===== src/rtl/eac_pair_pkg.sv =====
package eac_pair_pkg;

  // Command from the sequencer to the state registers.
  typedef enum logic [1:0] {
    CMD_HOLD   = 2'd0,
    CMD_SEED   = 2'd1,
    CMD_ABSORB = 2'd2
  } eac_cmd_e;

endpackage


===== src/rtl/eac_pair_step.sv =====
// One step of the recurrence: pure combinational arithmetic.
module eac_pair_step #(
  parameter int unsigned W = 16
) (
  input  logic [W-1:0] x_cur,
  input  logic [W-1:0] y_cur,
  input  logic         c_cur,
  input  logic [W-1:0] word,
  output logic [W-1:0] x_nxt,
  output logic [W-1:0] y_nxt,
  output logic         c_nxt
);

  localparam int unsigned SW = W + 1;

  // Plain sum of both registers and the carry saved from the previous step.
  function automatic logic [SW-1:0] pair_sum(input logic [W-1:0] a,
                                             input logic [W-1:0] b,
                                             input logic         cin);
    return {1'b0, a} + {1'b0, b} + {{W{1'b0}}, cin};
  endfunction

  // The incoming word perturbs the register being replaced.
  function automatic logic [W-1:0] perturb(input logic [W-1:0] a,
                                           input logic [W-1:0] d);
    return a ^ d;
  endfunction

  logic [SW-1:0] total;

  always_comb begin
    total = pair_sum(x_cur, y_cur, c_cur);
    x_nxt = total[W-1:0];
    c_nxt = total[W];
    y_nxt = perturb(x_cur, word);
  end

endmodule


===== src/rtl/eac_pair_state.sv =====
// State registers: first register, second register and deferred carry.
module eac_pair_state
  import eac_pair_pkg::*;
#(
  parameter int unsigned W      = 16,
  parameter int unsigned SEED_X = 1
) (
  input  logic         clk,
  input  logic         rst_n,
  input  eac_cmd_e     cmd,
  input  logic [W-1:0] x_nxt,
  input  logic [W-1:0] y_nxt,
  input  logic         c_nxt,
  output logic [W-1:0] x_q,
  output logic [W-1:0] y_q,
  output logic         c_q
);

  localparam logic [W-1:0] X_INIT = W'(SEED_X);
  localparam logic [W-1:0] Y_INIT = '0;

  always_ff @(posedge clk or negedge rst_n) begin
    if (!rst_n) begin
      x_q <= X_INIT;
      y_q <= Y_INIT;
      c_q <= 1'b0;
    end else begin
      unique case (cmd)
        CMD_SEED: begin
          x_q <= X_INIT;
          y_q <= Y_INIT;
          c_q <= 1'b0;
        end
        CMD_ABSORB: begin
          x_q <= x_nxt;
          y_q <= y_nxt;
          c_q <= c_nxt;
        end
        default: begin
          x_q <= x_q;
          y_q <= y_q;
          c_q <= c_q;
        end
      endcase
    end
  end

endmodule


===== src/rtl/eac_pair_ctrl.sv =====
// Handshake and result sequencing.
module eac_pair_ctrl
  import eac_pair_pkg::*;
(
  input  logic     clk,
  input  logic     rst_n,
  input  logic     clear,
  input  logic     in_valid,
  input  logic     in_last,
  output logic     in_ready,
  output logic     word_fire,
  output logic     show_q,
  output eac_cmd_e cmd
);

  always_comb begin
    in_ready  = !show_q && !clear;
    word_fire = in_valid && in_ready;
    if (clear || show_q)  cmd = CMD_SEED;
    else if (word_fire)   cmd = CMD_ABSORB;
    else                  cmd = CMD_HOLD;
  end

  always_ff @(posedge clk or negedge rst_n) begin
    if (!rst_n) show_q <= 1'b0;
    else        show_q <= word_fire && in_last;
  end

endmodule


===== src/rtl/eac_pair_checksum.sv =====
module eac_pair_checksum
  import eac_pair_pkg::*;
#(
  parameter int unsigned W      = 16,
  parameter int unsigned SEED_X = 1
) (
  input  logic           clk,
  input  logic           rst_n,
  input  logic           clear,
  input  logic           in_valid,
  output logic           in_ready,
  input  logic           in_last,
  input  logic [W-1:0]   in_data,
  output logic           sum_valid,
  output logic [2*W-1:0] sum_out
);

  localparam int unsigned SUM_W = 2 * W;

  eac_cmd_e     cmd;
  logic         word_fire;
  logic         show_q;
  logic [W-1:0] x_q, y_q, x_nxt, y_nxt;
  logic         carry_q, c_nxt;

  eac_pair_ctrl u_ctrl (
    .clk       (clk),
    .rst_n     (rst_n),
    .clear     (clear),
    .in_valid  (in_valid),
    .in_last   (in_last),
    .in_ready  (in_ready),
    .word_fire (word_fire),
    .show_q    (show_q),
    .cmd       (cmd)
  );

  eac_pair_step #(.W(W)) u_step (
    .x_cur (x_q),
    .y_cur (y_q),
    .c_cur (carry_q),
    .word  (in_data),
    .x_nxt (x_nxt),
    .y_nxt (y_nxt),
    .c_nxt (c_nxt)
  );

  eac_pair_state #(.W(W), .SEED_X(SEED_X)) u_state (
    .clk   (clk),
    .rst_n (rst_n),
    .cmd   (cmd),
    .x_nxt (x_nxt),
    .y_nxt (y_nxt),
    .c_nxt (c_nxt),
    .x_q   (x_q),
    .y_q   (y_q),
    .c_q   (carry_q)
  );

  logic [SUM_W-1:0] packed_sum;
  assign packed_sum = {x_q, y_q};
  assign sum_out    = packed_sum;
  assign sum_valid  = show_q;

endmodule


===== config.mk =====
export PLATFORM = sky130hd
export DESIGN_NAME = eac_pair_checksum
export DESIGN_NICKNAME = d
export VERILOG_FILES = /design/src/rtl/eac_pair_pkg.sv /design/src/rtl/eac_pair_step.sv /design/src/rtl/eac_pair_state.sv /design/src/rtl/eac_pair_ctrl.sv /design/src/rtl/eac_pair_checksum.sv
export SDC_FILE = /design/constraint.sdc
export NUM_CORES = 1
export LEC_CHECK = 0
export ABC_CLOCK_PERIOD_IN_PS = 2200
export BUFFER_PORTS_ARGS = -buffer_cell sky130_fd_sc_hd__buf_2
export CORE_ASPECT_RATIO = 0.7
export CORE_UTILIZATION = 35
export CTS_CLUSTER_SIZE = 20
export DETAILED_ROUTE_END_ITERATION = 10
export GPL_TIMING_DRIVEN = 0
export SLEW_MARGIN = 30
export SYNTH_ARGS = -nofsm -noshare
export SYNTH_HDL_FRONTEND = slang
export SYNTH_SLANG_ARGS = --single-unit

===== constraint.sdc =====
create_clock -name clk -period 2.2 [get_ports clk]
set_input_delay 0.44 -clock clk [delete_from_list [all_inputs] [get_ports clk]]
set_output_delay 0.44 -clock clk [all_outputs]
set_load 0.01 [all_outputs]

Word-level counts from Yosys, hierarchy flattened
Cells that the tools add are included.

Add/subtract/negate cells: 2. Equality and inequality tests: 2. Multiplexer cells: 5. Bitwise logic cells: 1. Reduce and logical (&&, ||, !) cells: 7.

Operators with widths (number): $pmux W16 S2 (2); $add A16 B16 Y17 (1); $add A17 B1 Y17 (1); $xor A16 B16 Y16 (1); $mux W2 (2); $logic_and A1 B1 Y1 (3); $eq A2 B1 Y1 const B (1); $eq A2 B2 Y1 const B (1); $logic_not A1 Y1 (2); $pmux W1 S2 (1); $reduce_bool A2 Y1 (1); $logic_or A1 B1 Y1 (1).

Register bits: 34. Input port bits: 21. Output and inout port bits: 34. Logic and storage cells: 21.

Longest topological paths before layout
Depth after elaboration: 7. Gate-level depth with buffers: 8. Gate-level depth less buffers: 8.

Cells and area by module
From an unflattened synthesis, not the netlist that was laid out.

Cells, all modules: 270. Area, all modules: 2334.7 um^2.

By module, submodules not included: eac_pair_state (instances 1, cells each 145, area each 1380.1 um^2, sequential area each 827.0 um^2); eac_pair_step (instances 1, cells each 119, area each 892.1 um^2, sequential area each 0.0 um^2); eac_pair_ctrl (instances 1, cells each 6, area each 62.6 um^2, sequential area each 25.0 um^2).

Least setup slack after synthesis
OpenSTA, ideal clock, no wires.

Kind: reg2reg. Start: register u_state.y_q[0]. End: register u_state.x_q[10]. Setup time: 0.122 ns. Data arrival time: 2.102 ns. Data required time: 2.078 ns. Setup slack: -0.024 ns. Stages on the path, launching flop included: 9. Path buffers: 0. Period minus slack after synthesis: 2.224 ns. Cells stage by stage: dfrtp_1 > fa_1 > inv_1 > fa_1 > nor2b_4 > o31ai_2 > a211oi_1 > or3_1 > a32o_1.

Cells in the longest elaborated chain, start to end: 3.

RTL lines: from (decl) (line eac_pair_state.sv:15) `output logic [W-1:0] y_q,`; from (signal assigned) (line eac_pair_state.sv:36) `y_q <= y_nxt;`; from (signal assigned) (line eac_pair_state.sv:41) `y_q <= y_q;`; $add A16 B16 Y17 (line eac_pair_step.sv:20) `return {1'b0, a} + {1'b0, b} + {{W{1'b0}}, cin};`; $add A17 B1 Y17 (line eac_pair_step.sv:20); $pmux W16 S2 (line eac_pair_state.sv:28) `unique case (cmd)`; to (signal assigned) (line eac_pair_state.sv:35) `x_q <= x_nxt;`; to (signal assigned) (line eac_pair_state.sv:40) `x_q <= x_q;`; to (decl) (line eac_pair_state.sv:14) `output logic [W-1:0] x_q,`.

No other way between the ends. A chain may end at the register's enable or synchronous reset.

Final worst setup path
Same ends and word-level chain as after synthesis.

==> results.cfg <==
[sta]
worst_pin_slew_ns = 0.795
fin_crit_sh_pct = 102
final.min_clock_period_ns = 2.24
rsz0062_at_grt = true
hold_violations = 0
setup_slack_ns = -0.0351
max_freq_mhz = 447
final_max_slew_viol_count = 0
relSlewSlack_pct = 47.0
finalClockSkew_ns = 0.00831
setup_viol = 1

[yosys]
ys_ff_latch = 34
ys_seq_area_share_pct = 36.9
synth.avg_cell_area_sq_um = 9.01
ys.flop_type = dfrtp_1
ys_types = 47
async_reset_ff_share_pct = 100
syn_area_sq_um = 2310
syn_inst = 256
syn_nets = 294
yosysWarnings = 0
synth_edf_count = 0

[place]
port_buffers = 54
dp_slack_ns = -0.184
place.gp.congestion = 0.860
dp_hpwl_um = 5020

[clocking]
cts_sinks = 34
htree_num_levels = 2
numCtsBuffers = 5
cts_max_path_buffers = 2
postCtsHoldBufs = 0
clkSlewWorstSetupHoldPaths_ns = 0.07
clockRootBuffer = clkbuf_8
clk_latency_ns = 0.29
tritoncts = built

[drt]
ant_nets = 0
wire_per_inst_um = 17.0
viasPerCell = 5.51
wl_um = 6790
drc = 0
firstDrtPassIters = 4
initialDrtViolationCount = 116
vias = 2197

[worst_setup_path]
crit_fanout = 3
critical_path_class = flip-flop to flip-flop
crit_chain = fa_2 > inv_2 > fa_2 > nor2b_4 > o31ai_4 > a211oi_2 > or3_1 > a32o_1
cpMostUsedCell = fa_2
worst-path-buf-inv = 1
path_delay_family = adder cells
crit_slowest_cell = fa_2
cp_slowest_stage_delay_ns = 0.42
cp-end-kind = flip-flop
critPathArrivalTime_ns = 2.41
cp_data_required_time_ns = 2.37
startpoint_type = flip-flop

[global_routing]
overflow = 0
antenna_found_initial = 0
first_global_vias = 2140
grt_max_degree = 35
grt_pass1_wl_um = 11300
grt.total_usage_pct = 21.1

[min_path]
hp-class = input pin to async pin

[layout]
drive_above_1_share_pct = 25.9
synthToLayoutAreaGrowth_pct = 22.6
layout_commonest_cell = buf_2
finalNetCount = 359
n_antenna_cell = 0
mostFrequentLayoutCells = 57 x buf_2, 33 x dfrtp_1, 24 x nor2_1, 21 x a21oi_1, 18 x a211oi_1

[outcome]
violations = negative setup slack
status = complete, but fails checks

[power]
vdd_drop_max_uv = 229
p_total_mw = 1.64
leakage_nw = 1.35
p_per_area_nw_per_um2 = 578

[die]
die-area_sq_um = 6930
die_y_um = 69.9
start_util_pct = 36.6
fp-row-count = 24
die_w_um = 99.0
core_sq_um = 6310
ioPinCount = 55

[job]
drv_cap = 0
==> worst reg2reg max path: stages, from the launching register on <==
cell	delay, ns
dfrtp_1	0.41
fa_2	0.42
inv_2	0.08
fa_2	0.23
nor2b_4	0.06
o31ai_4	0.24
a211oi_2	0.12
or3_1	0.31
a32o_1	0.25
==> layout make-up <==
| cell class | instances | area (sq um) |
|---|---|---|
| fillers | 650 | 3480 |
| multi-input cells | 198 | 1410 |
| flip-flops and latches | 34 | 852 |
| repair buffers | 58 | 300 |
| well taps | 78 | 97.6 |
| clock buffers | 7 | 76.3 |
| plain buffers | 12 | 48.8 |
| inverters | 12 | 45.0 |
==> kinds of logic after synthesis <==
group                      after synthesis  synth area share [%]
buffers and inverters                   24                  4.07
and+or+nand+nor                         79                  16.6
xor gates and xnor gates                19                  7.21
muxes                                    4                  1.74
DFF                                     34                  36.9
AOI/OAI and AO/OA                       79                  23.5
adders and majority gates               17                  9.87
==> state kept, by name, indices dropped and copies added (netlist names) <==
register	count
u_state.x_q	16
u_state.y_q	16
u_ctrl.show_q	1
u_state.c_q	1
==> report_power, final <==
| part | internal [mW] | switching (mW) | leakage (nW) | total (mW) |
|---|---|---|---|---|
| clock network | 0.218 | 0.227 | 0.0383 | 0.445 |
| logic | 0.193 | 0.272 | 0.859 | 0.465 |
| registers | 0.674 | 0.0518 | 0.452 | 0.726 |
==> timing repair <==
item                                    4_1_cts  5_1_grt
pin swaps                                     6        3
endpoints found under the setup margin        4        8
setup buffers                                 4        0
gates resized for setup                       6        5
==> per-layer routing <==
metal	vias to the layer above	track usage, %	share of wire [%]
met5	-	0	0
met4	0	2.99	0.43
met3	5	3.60	4.9
met2	67	31.2	43
met1	1047	32.6	52
li1	1078	-	-
==> per-stage QoR <==
step	TNS (ns)	instance area, sq um	hold slack, ns	util, %	instances
CTS	-0.0654	2810	0.270	44.6	399
global placement	-0.347	2680	0.541	42.5	388
floorplan	0	2310	0.144	-	256
global route	-0.418	2830	0.308	44.9	399
detailed placement	-0.439	2680	0.541	42.5	388
finish	-0.0351	2830	0.230	44.9	399
==> worst paths after layout <==
| path | slack [ns] | start | endpoint | cells past startpoint |
|---|---|---|---|---|
| setup / recovery | -0.04 | u_state.y_q[0] | u_state.x_q[10] | 8 |
| hold / removal | 0.23 | rst_n | u_state.y_q[8] | 1 |
| setup reg to reg | -0.04 | u_state.y_q[0] | u_state.x_q[10] | 8 |
| hold reg to reg | 0.55 | u_state.x_q[12] | u_state.x_q[12] | 2 |
| max in group asynchronous | 1.45 | rst_n | u_state.x_q[5] | 1 |
| min in group clk | 0.39 | in_last | u_ctrl.show_q | 2 |
==> Yosys cell counts, drive strengths merged, types with 3 or more instances <==
cell type  count  area share (%)
nand2         16             2.6
nand4          4             1.1
a21o           3            0.98
nor2          24             3.9
nand3         13             2.8
nor3           6             1.3
nor4           3            0.81
o21ai         13             3.0
or3            3            0.81
a211oi        20             6.5
ha            15             8.1
clkbuf         6            0.98
dfrtp         33              36
buf            6             1.1
xnor2         17             6.5
mux2i          4             1.7
inv           12             2.0
a21oi         21             4.6
o211ai         5             1.8
Power figures use the tool's default switching activity.
